<file path="config.mk">
export PLATFORM = sky130hd
export DESIGN_NAME = rxdata_shaper
export DESIGN_NICKNAME = d
export VERILOG_FILES = /design/src/rtl/rxs_pkg.sv /design/src/rtl/rxs_sync.sv /design/src/rtl/rxs_tick.sv /design/src/rtl/rxs_shaper.sv /design/src/rtl/rxdata_shaper.sv
export SDC_FILE = /design/constraint.sdc
export NUM_CORES = 1
export LEC_CHECK = 0
export BUFFER_PORTS_ARGS = -buffer_cell sky130_fd_sc_hd__buf_2
export CAP_MARGIN = 20
export CORE_ASPECT_RATIO = 1.5
export CORE_MARGIN = 1
export CORE_UTILIZATION = 45
export DETAILED_ROUTE_END_ITERATION = 8
export PLACE_DENSITY = 0.58
export SETUP_SLACK_MARGIN = 0.5
export SLEW_MARGIN = 20
export SYNTH_ARGS = -nofsm -noshare
export SYNTH_HDL_FRONTEND = slang
export SYNTH_SLANG_ARGS = --single-unit
</file>
<file path="constraint.sdc">
create_clock -name clk -period 1.5 [get_ports clk]
set_input_delay 0.3 -clock clk [delete_from_list [all_inputs] [get_ports clk]]
set_output_delay 0.3 -clock clk [all_outputs]
set_load 0.005 [all_outputs]
</file>
<file path="src/rtl/rxs_pkg.sv">
package rxs_pkg;

  localparam int unsigned RATE_NUM = 4;

  typedef enum logic {
    LVL_LOW  = 1'b0,
    LVL_HIGH = 1'b1
  } lvl_e;

  // clock cycles per tick for a rate range (range 0 is the slowest)
  function automatic int unsigned rate_div(input int unsigned base, input int unsigned sel);
    return base << (3 - sel);
  endfunction

  // minimum hold between output edges, in ticks
  function automatic int unsigned rate_min(input int unsigned base, input int unsigned sel);
    return base + sel;
  endfunction

  // longest permitted low run, in ticks
  function automatic int unsigned rate_low(input int unsigned base, input int unsigned sel);
    return base + 4 * sel;
  endfunction

endpackage

</file>
<file path="src/rtl/rxs_sync.sv">
module rxs_sync #(
  parameter int unsigned STAGES  = 2,
  parameter logic        RST_VAL = 1'b0
) (
  input  logic clk,
  input  logic rst_n,
  input  logic d_i,
  output logic q_o
);

  logic [STAGES-1:0] sh_q;
  logic [STAGES-1:0] sh_n;

  always_comb begin
    sh_n = {sh_q[STAGES-2:0], d_i};
  end

  always_ff @(posedge clk or negedge rst_n) begin
    if (!rst_n) begin
      sh_q <= {STAGES{RST_VAL}};
    end else begin
      sh_q <= sh_n;
    end
  end

  assign q_o = sh_q[STAGES-1];

endmodule

</file>
<file path="src/rtl/rxs_tick.sv">
module rxs_tick #(
  parameter int unsigned CW = 5
) (
  input  logic          clk,
  input  logic          rst_n,
  input  logic          en_i,
  input  logic [CW-1:0] div_m1_i,
  output logic          tick_o
);

  logic [CW-1:0] cnt_q;
  logic [CW-1:0] cnt_n;
  logic          wrap;

  assign wrap = (cnt_q == div_m1_i);

  always_comb begin
    if (!en_i) begin
      cnt_n = '0;
    end else if (wrap) begin
      cnt_n = '0;
    end else begin
      cnt_n = cnt_q + 1'b1;
    end
  end

  always_ff @(posedge clk or negedge rst_n) begin
    if (!rst_n) begin
      cnt_q <= '0;
    end else begin
      cnt_q <= cnt_n;
    end
  end

  assign tick_o = en_i && wrap;

endmodule

</file>
<file path="src/rtl/rxs_shaper.sv">
module rxs_shaper
  import rxs_pkg::*;
#(
  parameter int unsigned TW = 5
) (
  input  logic          clk,
  input  logic          rst_n,
  input  logic          en_i,
  input  logic          tick_i,
  input  logic          raw_i,
  input  logic [TW-1:0] min_t_i,
  input  logic [TW-1:0] low_t_i,
  output logic          data_o
);

  lvl_e          lvl_q, lvl_n;
  logic [TW-1:0] hold_q, hold_n;
  logic [TW-1:0] low_q, low_n;
  logic [TW-1:0] hold_inc, low_inc;
  logic          hold_met;
  logic          upd;

  assign hold_inc = (hold_q == '1) ? hold_q : hold_q + 1'b1;
  assign low_inc  = (low_q == '1) ? low_q : low_q + 1'b1;
  assign hold_met = (hold_inc >= min_t_i);
  assign upd      = !en_i || tick_i;

  always_comb begin
    lvl_n  = lvl_q;
    hold_n = hold_q;
    low_n  = low_q;
    if (!en_i) begin
      lvl_n  = LVL_HIGH;
      hold_n = '0;
      low_n  = '0;
    end else if (tick_i) begin
      hold_n = hold_inc;
      unique case (lvl_q)
        LVL_HIGH: begin
          if (!raw_i && hold_met) begin
            lvl_n  = LVL_LOW;
            hold_n = '0;
            low_n  = '0;
          end
        end
        LVL_LOW: begin
          low_n = low_inc;
          // the low limit forces a rise; the table keeps low > min
          if ((low_inc >= low_t_i) || (raw_i && hold_met)) begin
            lvl_n  = LVL_HIGH;
            hold_n = '0;
            low_n  = '0;
          end
        end
        default: begin
          lvl_n = LVL_HIGH;
        end
      endcase
    end
  end

  always_ff @(posedge clk or negedge rst_n) begin
    if (!rst_n) begin
      lvl_q  <= LVL_HIGH;
      hold_q <= '0;
      low_q  <= '0;
    end else if (upd) begin
      lvl_q  <= lvl_n;
      hold_q <= hold_n;
      low_q  <= low_n;
    end
  end

  assign data_o = (lvl_q == LVL_HIGH);

endmodule

</file>
<file path="src/rtl/rxdata_shaper.sv">
module rxdata_shaper
  import rxs_pkg::*;
#(
  parameter int unsigned BASE_DIV  = 4,
  parameter int unsigned MIN_TICKS = 2,
  parameter int unsigned LOW_TICKS = 10
) (
  input  logic       clk,
  input  logic       rst_n,
  input  logic       rx_en,
  input  logic [1:0] rate_sel,
  input  logic       raw_in,
  output logic       data_out
);

  localparam int unsigned DIV_MAX  = BASE_DIV << 3;
  localparam int unsigned DIV_W    = $clog2(DIV_MAX);
  localparam int unsigned TICK_MAX = LOW_TICKS + MIN_TICKS + 12;
  localparam int unsigned TW       = $clog2(TICK_MAX + 1);

  logic             rst_sn;
  logic             raw_s;
  logic             tick;
  logic [1:0]       sel_q;
  logic [DIV_W-1:0] divm1_tab [RATE_NUM];
  logic [TW-1:0]    min_tab   [RATE_NUM];
  logic [TW-1:0]    low_tab   [RATE_NUM];

  rxs_sync #(.STAGES(2), .RST_VAL(1'b0)) u_rst_sync (
    .clk   (clk),
    .rst_n (rst_n),
    .d_i   (1'b1),
    .q_o   (rst_sn)
  );

  rxs_sync #(.STAGES(2), .RST_VAL(1'b0)) u_raw_sync (
    .clk   (clk),
    .rst_n (rst_sn),
    .d_i   (raw_in),
    .q_o   (raw_s)
  );

  for (genvar g = 0; g < RATE_NUM; g++) begin : g_rate
    localparam int unsigned DV = rate_div(BASE_DIV, g);
    localparam int unsigned MV = rate_min(MIN_TICKS, g);
    localparam int unsigned LV = rate_low(LOW_TICKS, g);
    assign divm1_tab[g] = DIV_W'(DV - 1);
    assign min_tab[g]   = TW'(MV);
    assign low_tab[g]   = TW'(LV);
  end

  always_ff @(posedge clk or negedge rst_sn) begin
    if (!rst_sn) begin
      sel_q <= '0;
    end else if (!rx_en) begin
      sel_q <= rate_sel;
    end
  end

  rxs_tick #(.CW(DIV_W)) u_tick (
    .clk      (clk),
    .rst_n    (rst_sn),
    .en_i     (rx_en),
    .div_m1_i (divm1_tab[sel_q]),
    .tick_o   (tick)
  );

  rxs_shaper #(.TW(TW)) u_shape (
    .clk     (clk),
    .rst_n   (rst_sn),
    .en_i    (rx_en),
    .tick_i  (tick),
    .raw_i   (raw_s),
    .min_t_i (min_tab[sel_q]),
    .low_t_i (low_tab[sel_q]),
    .data_o  (data_out)
  );

endmodule

</file>
==> flow_metrics.tcl, run 1 <==
set metrics [dict create \
    status "complete, but fails checks" \
    end_kind "register" \
    synth.largest_area_cell "dfrtp_1" \
    maxSlewHeadroom_pct 65.58 \
    finClkSkew_ns 0.008351 \
    synth-edff-count 0 \
    hold_viol 0 \
    dieWidth_um 47.03 \
    clk_path_buf_depth 2 \
    io_buffer_count 6 \
    yosysMostFrequentCell "dfrtp_1" \
    p_leak_nw 0.9078 \
    power_density_nw_per_um2 680.4 \
    yosysTopAreaCellShare_pct 38.39 \
    num_antenna_cells 0 \
    clockRootBuffer "clkbuf_8" \
    worstPathMaxFanout 4 \
    finish.net_count 211 \
    routabilityCongestion 0.8394 \
    crit_type "register to register" \
    via_count 1262 \
    synth_seq_area_share_pct 40.31 \
    dp.cells 220 \
    setup_violations 14 \
    antenna_found_initial 0 \
    synth_common_cells "dfrtp_1 (21), inv_1 (15), nor2_1 (11)" \
    synth_cell_type_count 45 \
    netlist_area_um2 1369 \
    synth-seq-cells 22 \
    cts.htree.levels 1 \
    finalCritPeriodShare_pct 153.5 \
    grt_pass1_vias 1273 \
    postRouteAntennaNets 0 \
    num_rows 24 \
    fillerInstances 231 \
    dp_hpwl_mm 2.594 \
    synthFlopType "dfrtp_1" \
    wirelength_mm 3.451 \
    timing.fmax_mhz 434.4 \
    avgViaCountPerCell 5.416 \
    slew_viol_final 0 \
    holdWs_ns 0.1338 \
    ir_drop_uv 548.0 \
    numCtsBuffers 3 \
    firstDrtPassIters 4 \
    syn_nets 156 \
    layout-drive-gt1-share_pct 46.39 \
    remaining_drc_errors 0 \
    grt_max_degree 14 \
    syn_area_per_cell_um2 9.777 \
    die_h_um 69.55 \
    grt_overflow 0 \
    worst_pin_slew_ns 0.5095 \
    wire_per_inst_um 14.81 \
    violations "setup timing" \
    instances_no_fill 233 \
    clock_sinks 22 \
    clk_latency_ns 0.27 \
    async_flop_share_pct 100.0 \
    start_kind "register" \
    io_pins 7 \
    cap_violations 0 \
    critPathArrivalTime_ns 2.50 \
    yosys_warnings 0 \
    tns_ns -8.091 \
    grt_pass1_wl_mm 5.616 \
    track_usage_pct 23.54 \
    clk_pin_slew_ns 0.09 \
    hp-class "input port to register" \
    worst_ep_required_time_ns 1.69 \
    cts_tree "yes" \
    core-area_um2 2913 \
    design.die.area_um2 3271 \
    rsz0062_at_grt "yes" \
    syn_to_final_growth_pct 50.27 \
    fin_crit_ns 2.302 \
    syn-instance-count 140 \
    timing.final.ws_setup_ns -0.8019 \
    initial_core_util_pct 46.99 \
    drt_iter0_drc 16 \
    synthTopCellsByArea "dfrtp_1 (38%), ha_1 (9.1%), inv_1 (4.1%), xnor2_1 (3.8%), nor2_1 (3.0%)" \
]
## routing by layer
metal | vias to the layer above | share of wire (%) | wire length, um | global-route usage [%]
met5 | - | 0 | 0 | 0
met4 | 0 | 1.3 | 46 | 6.667
met3 | 5 | 1.4 | 48 | 2.344
met2 | 13 | 58 | 2016 | 43.52
met1 | 620 | 39 | 1340 | 26.39
li1 | 624 | - | - | -
## stage by stage
stage	util, %	total power, mW	instance area [um2]	setup slack (ns)
after floorplan	-	0.7282	1441	-0.6446
after global placement	61.81	0.8036	1800	-0.6868
after detailed placement	61.81	0.8082	1800	-0.7476
after CTS	67.18	1.396	1957	-0.7604
after global routing	70.62	1.452	2057	-0.9474
final	70.62	1.400	2057	-0.8019
## power breakdown
| group | internal (mW) | switching [mW] |
|---|---|---|
| sequential | 0.612 | 0.0235 |
| combinational | 0.105 | 0.0921 |
| clock | 0.357 | 0.210 |
## path summary, 6_finish.rpt
path                                         startpoint                           end  cells after the start  slack, ns
max                        u_shape.low_q[1]$_DFFE_PN0P_  u_shape.low_q[4]$_DFFE_PN0P_                     10      -0.80
min                                              raw_in  u_raw_sync.sh_q[0]$_DFF_PN0_                      1       0.13
max reg2reg                u_shape.low_q[1]$_DFFE_PN0P_  u_shape.low_q[4]$_DFFE_PN0P_                     10      -0.80
min reg2reg                u_rst_sync.sh_q[1]$_DFF_PN0_  u_shape.low_q[2]$_DFFE_PN0P_                      0       0.20
max in group asynchronous  u_rst_sync.sh_q[1]$_DFF_PN0_          sel_q[0]$_DFFE_PN0N_                      1       0.77
min in group asynchronous  u_rst_sync.sh_q[1]$_DFF_PN0_  u_shape.low_q[2]$_DFFE_PN0P_                      0       0.20
## sequential cells by signal, indices dropped and copies added (netlist names)
signal           flops
u_shape.data_o       1
u_shape.hold_q       5
u_shape.low_q        5
u_tick.cnt_q         5
u_rst_sync.sh_q      2
sel_q                2
u_raw_sync.sh_q      2
## cell families after synthesis
family / after synthesis / share of synthesized area, %
buffers and inverters: 17 / 4.752
muxes: 2 / 1.645
adders and majority gates: 10 / 9.141
xor gates and xnor gates: 8 / 5.119
and+or+nand+nor: 44 / 18.65
AOI/OAI and AO/OA: 36 / 20.11
DFF: 22 / 40.31
other: 1 / 0.2740
## cells in the final DEF, fill, tap and decap left out, drive strengths merged, types with 2 or more instances in the layout
cell      n
o32ai     2
a211oi    2
nand2     6
a31oi     2
o211ai    2
o2111ai   2
mux2      2
nor2     12
o22ai     3
xnor2     6
buf      51
nand3b    4
xor2      2
inv      15
ha       10
a41oi     3
a21oi     3
clkbuf    3
o21ai    10
nand4     2
nor4      2
or2       2
nand3     5
dfrtp    21
and2      3
nand2b    2
## worst max-delay path, cell delays in order (launching register included)
cell      delay (ns)
dfrtp_1         0.41
ha_4            0.19
nand4_1         0.13
and2_1          0.16
inv_1           0.05
ha_1            0.26
o211ai_1        0.26
buf_4           0.15
o31a_1          0.29
a41oi_2         0.18
a21oi_2         0.14
## cell type report
type | count | area (um2) | share of cell area (%)
flip-flops and latches | 22 | 554.3 | 26.95
inverters | 15 | 56.30 | 2.737
clock buffers | 3 | 41.29 | 2.007
well taps | 39 | 48.80 | 2.372
multi-input cells | 101 | 932.1 | 45.32
clock inverters | 1 | 30.03 | 1.460
repair buffers | 52 | 394.1 | 19.16
## what timing repair did
item                                    4_1_cts  5_1_grt
hold buffers                                  1        0
pin swaps                                     7       12
endpoints found under the setup margin       16       16
buffers inserted                              4        4
hold endpoints to repair                      2        0
resized for setup                            11       12
No activity file was read; power rests on OpenSTA's default activity.
==> inputs of run 2 (changes only) <==
- BUFFER_PORTS_ARGS: -buffer_cell sky130_fd_sc_hd__buf_2 -> default
- DONT_BUFFER_PORTS: default -> 1
- clock period: 1.5 -> 2.1 ns (I/O delays scaled with it)
==> flow_metrics.tcl, run 2 (synthesized netlist as in run 1, its figures left out) <==
set metrics [dict create \
    status "complete, but fails checks" \
    violations "setup timing" \
    grt_pass1_vias 1272 \
    largest_registers "u_shape.hold_q x5, u_shape.low_q x5, u_tick.cnt_q x5" \
    ir_drop_uv 452.8 \
    slowest_delay_ns 0.43 \
    die_h_um 69.55 \
    finClkSkew_ns 0.004115 \
    setup_violations 11 \
    dp_slack_ns -0.1884 \
    layout-drive-gt1-share_pct 35.15 \
    dieWidth_um 47.03 \
    hold_viol 0 \
    end_kind "register" \
    fin_crit_ns 2.297 \
    grt_pass1_wl_mm 5.471 \
    remaining_drc_errors 0 \
    use_met2_pct 42.90 \
    met1_usage_pct 24.07 \
    worst_ep_required_time_ns 2.27 \
    syn_to_final_growth_pct 31.81 \
    io_pins 7 \
    routabilityCongestion 0.8577 \
    design.die.area_um2 3271 \
    worst_pin_slew_ns 0.5830 \
    start_kind "register" \
    p_leak_nw 0.7701 \
    grtUsageMet3_pct 2.865 \
    crit_type "register to register" \
    clk_latency_ns 0.26 \
    numCtsBuffers 3 \
    power_density_nw_per_um2 525.5 \
    crit_chain "ha_4 -> buf_4 -> xnor2_1 -> nand2_1 -> ha_1 -> a311oi_1 -> o21ai_2 -> o22ai_2 -> nand2_2 -> o32ai_2" \
    timing.fmax_mhz 435.3 \
    io_buffer_count 0 \
    grt_busiest_layer "met2" \
    grt_max_degree 14 \
    clk_path_buf_depth 2 \
    clk_pin_slew_ns 0.09 \
    timing.final.ws_setup_ns -0.1974 \
    num_rows 24 \
    postRouteAntennaNets 0 \
    wirelength_mm 3.353 \
    worstPathMaxFanout 3 \
    wire_per_inst_um 16.44 \
    track_usage_pct 23.15 \
    clock_sinks 22 \
    cap_violations 0 \
    finish.net_count 182 \
    slew_viol_final 0 \
    dp_hpwl_mm 2.489 \
    hp-class "input port to register" \
    cts_tree "yes" \
    critPathArrivalTime_ns 2.47 \
    core-area_um2 2913 \
    maxSlewHeadroom_pct 60.73 \
    holdWs_ns 0.1740 \
    via_count 1162 \
    clockRootBuffer "clkbuf_8" \
    avgViaCountPerCell 5.696 \
    layout_commonest_cell "buf_4" \
    drt_iter0_drc 22 \
    grt_overflow 0 \
    finalCritPeriodShare_pct 109.4 \
    firstDrtPassIters 4 \
    rsz0062_at_grt "yes" \
    cts.htree.levels 1 \
    cpMaxStageDelayCell "dfrtp_2" \
    layout_common_cells "buf_4 (22), dfrtp_1 (20), inv_1 (15)" \
    antenna_found_initial 0 \
    num_antenna_cells 0 \
    initial_core_util_pct 46.99 \
]
[run 2: changes by cell type in the layout (fill, tap and decap cells not counted), moves of 2 or more]
cell,previous run,this run
buf_2,6,0
buf_4,43,22
o2111ai_1,0,2
o2111ai_2,2,0
o21ai_1,6,4
o21ai_2,1,3
o22ai_1,0,2
[run 2: timing repair]
action | 4_1_cts | 5_1_grt
endpoints found under the setup margin | 15 | 15
hold buffers | 1 | 0
gates resized for setup | 11 | 6
endpoints found under the hold margin | 2 | 0
buffers inserted | 4 | 1
pin swaps | 12 | 8
[run 2: final timing paths]
path / start / to / slack (ns) / depth (start not counted)
worst max-delay path: u_shape.hold_q[0]$_DFFE_PN0P_ / u_shape.hold_q[3]$_DFFE_PN0P_ / -0.20 / 10
max in group asynchronous: u_rst_sync.sh_q[1]$_DFF_PN0_ / u_shape.hold_q[0]$_DFFE_PN0P_ / 1.39 / 1
min in group asynchronous: u_rst_sync.sh_q[1]$_DFF_PN0_ / u_raw_sync.sh_q[0]$_DFF_PN0_ / 0.18 / 0
worst max register to register: u_shape.hold_q[0]$_DFFE_PN0P_ / u_shape.hold_q[3]$_DFFE_PN0P_ / -0.20 / 10
worst min register to register: u_rst_sync.sh_q[1]$_DFF_PN0_ / u_raw_sync.sh_q[0]$_DFF_PN0_ / 0.18 / 0
worst min-delay path: raw_in / u_raw_sync.sh_q[0]$_DFF_PN0_ / 0.17 / 0
[run 2: cell type report]
type                    instances  area [um2]
flip-flops and latches         22       553.0
inverters                      15       56.30
well taps                      39       48.80
repair buffers                 23       175.2
clock buffers                   3       41.29
clock inverters                 1       30.03
multi-input cells             101       899.6
fillers                       267        1109
[run 2: worst max-delay path, delay by kind of cell (launching register included)]
family          cells  cell delay (ns)
buf+inv             1             0.12
simple gates        2             0.23
xor+xnor            1             0.13
fa+ha+maj           2             0.36
compound gates      4             0.94
flops               1             0.43
[run 2: power by group]
group	total, mW	leakage (nW)	switching, mW	internal [mW]
Clock	0.400	0.0357	0.146	0.255
Combinational	0.0941	0.448	0.0541	0.0400
Sequential	0.454	0.286	0.0169	0.437
Total	0.948	0.770	0.217	0.732
[run 2: through the flow]
step | cell area, um2 | TNS (ns) | utilization [%] | instances | power, mW
2_1_floorplan | 1440 | -0.09538 | - | 140 | 0.5199
5_1_grt | 1804 | -3.200 | 61.94 | 204 | 0.9894
4_1_cts | 1769 | -1.500 | 60.74 | 203 | 0.9517
3_3_place_gp | 1608 | -0.9931 | 55.20 | 194 | 0.5420
6_report | 1804 | -1.494 | 61.94 | 204 | 0.9481
3_5_place_dp | 1608 | -1.311 | 55.20 | 194 | 0.5450
[run 2: per-layer routing]
metal	wire, um	part of all wire [%]
met1	1308	39
met2	1989	59
met3	27	0.81
met4	27	0.81
met5	0	0
==> inputs of run 3 (changes only) <==
- CORE_ASPECT_RATIO: 1.5 -> default
==> flow_metrics.tcl, run 3 (synthesized netlist as in run 1, its figures left out) <==
set metrics [dict create \
    grt_pass1_wl_mm 5.278 \
    track_usage_pct 21.32 \
    layout_commonest_cell "buf_4" \
    p_leak_nw 0.7684 \
    hold_path_depth 0 \
    dp_hpwl_mm 2.275 \
    initial_core_util_pct 48.39 \
    final_util_pct 62.54 \
    die_h_um 57.15 \
    routabilityCongestion 0.7872 \
    power_density_nw_per_um2 449.3 \
    dp.cells 186 \
    worst_ep_required_time_ns 2.30 \
    layout-drive-gt1-share_pct 33.93 \
    maxSlewHeadroom_pct 45.47 \
    top_layer_used "met4" \
    grt_overflow 0 \
    grt_max_degree 21 \
    remaining_drc_errors 0 \
    finalCritPeriodShare_pct 110.6 \
    setup_violations 11 \
    layout_common_cells "buf_4 (25), dfrtp_1 (20), inv_1 (15)" \
    critPathArrivalTime_ns 2.52 \
    violations "setup timing" \
    clk_latency_ns 0.31 \
    cts.htree.levels 1 \
    end_kind "register" \
    grt_pass1_vias 1134 \
    largest_registers "u_shape.hold_q x5, u_shape.low_q x5, u_tick.cnt_q x5" \
    timing.fmax_mhz 430.4 \
    fin_crit_ns 2.323 \
    cp-startpoint "u_shape.hold_q[1]$_DFFE_PN0P_" \
    min_from "raw_in" \
    clk_pin_slew_ns 0.13 \
    clock_sinks 22 \
    start_kind "register" \
    avgViaCountPerCell 5.829 \
    drt_iter0_drc 41 \
    worst_pin_slew_ns 0.8180 \
    numCtsBuffers 3 \
    rsz0062_at_grt "yes" \
    io_pins 7 \
    met2_length_mm 1.574 \
    drt-met1-wl_mm 1.467 \
    postRouteAntennaNets 0 \
    route.met3.wl_um 72 \
    num_antenna_cells 0 \
    antenna_found_initial 0 \
    design.die.area_um2 3266 \
    crit_type "register to register" \
    wirelength_mm 3.133 \
    firstDrtPassIters 4 \
    cap_violations 0 \
    timing.final.ws_setup_ns -0.2233 \
    dp_slack_ns -0.2095 \
    core-area_um2 2829 \
    finish.net_count 185 \
    slew_viol_final 0 \
    syn_to_final_growth_pct 29.25 \
    via_count 1160 \
    power_mw 0.7949 \
    hp-class "input port to register" \
    io_buffer_count 0 \
    dieWidth_um 57.15 \
    placed_area_um2 1598 \
    holdWs_ns 0.1283 \
    clk_path_buf_depth 2 \
    hold_viol 0 \
    finalInstanceArea_um2 1769 \
    status "complete, but fails checks" \
    clockRootBuffer "clkbuf_4" \
    instances_no_fill 199 \
    wire_per_inst_um 15.74 \
    tns_ns -1.811 \
    cts_tree "yes" \
    rr_startpoint "u_shape.hold_q[1]$_DFFE_PN0P_" \
    finClkSkew_ns 0.009081 \
    ir_drop_uv 373.9 \
    reg2reg_depth 10 \
    worstPathMaxFanout 5 \
    num_rows 19 \
]
run 3: per-layer routing:
layer  track usage, %  up-vias
met3            2.721        4
met4            5.226        0
met2            34.96       20
li1                 -      566
met5                0        -
met1            30.21      570
run 3: final timing paths:
check / end / slack (ns)
worst max-delay path: u_shape.low_q[2]$_DFFE_PN0P_ / -0.22
worst min-delay path: u_raw_sync.sh_q[0]$_DFF_PN0_ / 0.13
worst max register to register: u_shape.low_q[2]$_DFFE_PN0P_ / -0.22
worst min register to register: u_shape.low_q[3]$_DFFE_PN0P_ / 0.35
max in group asynchronous: u_shape.hold_q[0]$_DFFE_PN0P_ / 1.18
min in group asynchronous: u_rst_sync.sh_q[1]$_DFF_PN0_ / 0.33
run 3: layout make-up:
type | count | area (um2)
fillers | 237 | 1060
multi-input cells | 101 | 887.1
flip-flops and latches | 22 | 553.0
repair buffers | 26 | 197.7
inverters | 15 | 56.30
well taps | 31 | 38.79
clock buffers | 4 | 36.28
run 3: timing repair:
| action | in CTS | in global routing |
|---|---|---|
| endpoints found under the setup margin | 15 | 15 |
| buffers inserted | 3 | 5 |
| endpoints found under the hold margin | 2 | 0 |
| hold buffers | 1 | 0 |
| cloned | 0 | 0 |
| pin swaps | 7 | 8 |
| gates resized for setup | 8 | 6 |
run 3: worst max-delay path: stages, from the launching register on:
cell,delay (ns)
dfrtp_1,0.42
ha_4,0.16
nand4_1,0.21
nand2_1,0.14
o21ai_2,0.07
ha_1,0.28
o21ai_1,0.08
o21ai_2,0.22
nor2_2,0.09
o311ai_4,0.39
o22ai_1,0.14
run 3: where the power goes:
group          internal, mW  switching (mW)  total [mW]
sequential            0.437          0.0241       0.461
combinational        0.0454          0.0512      0.0966
clock                 0.106           0.131       0.237
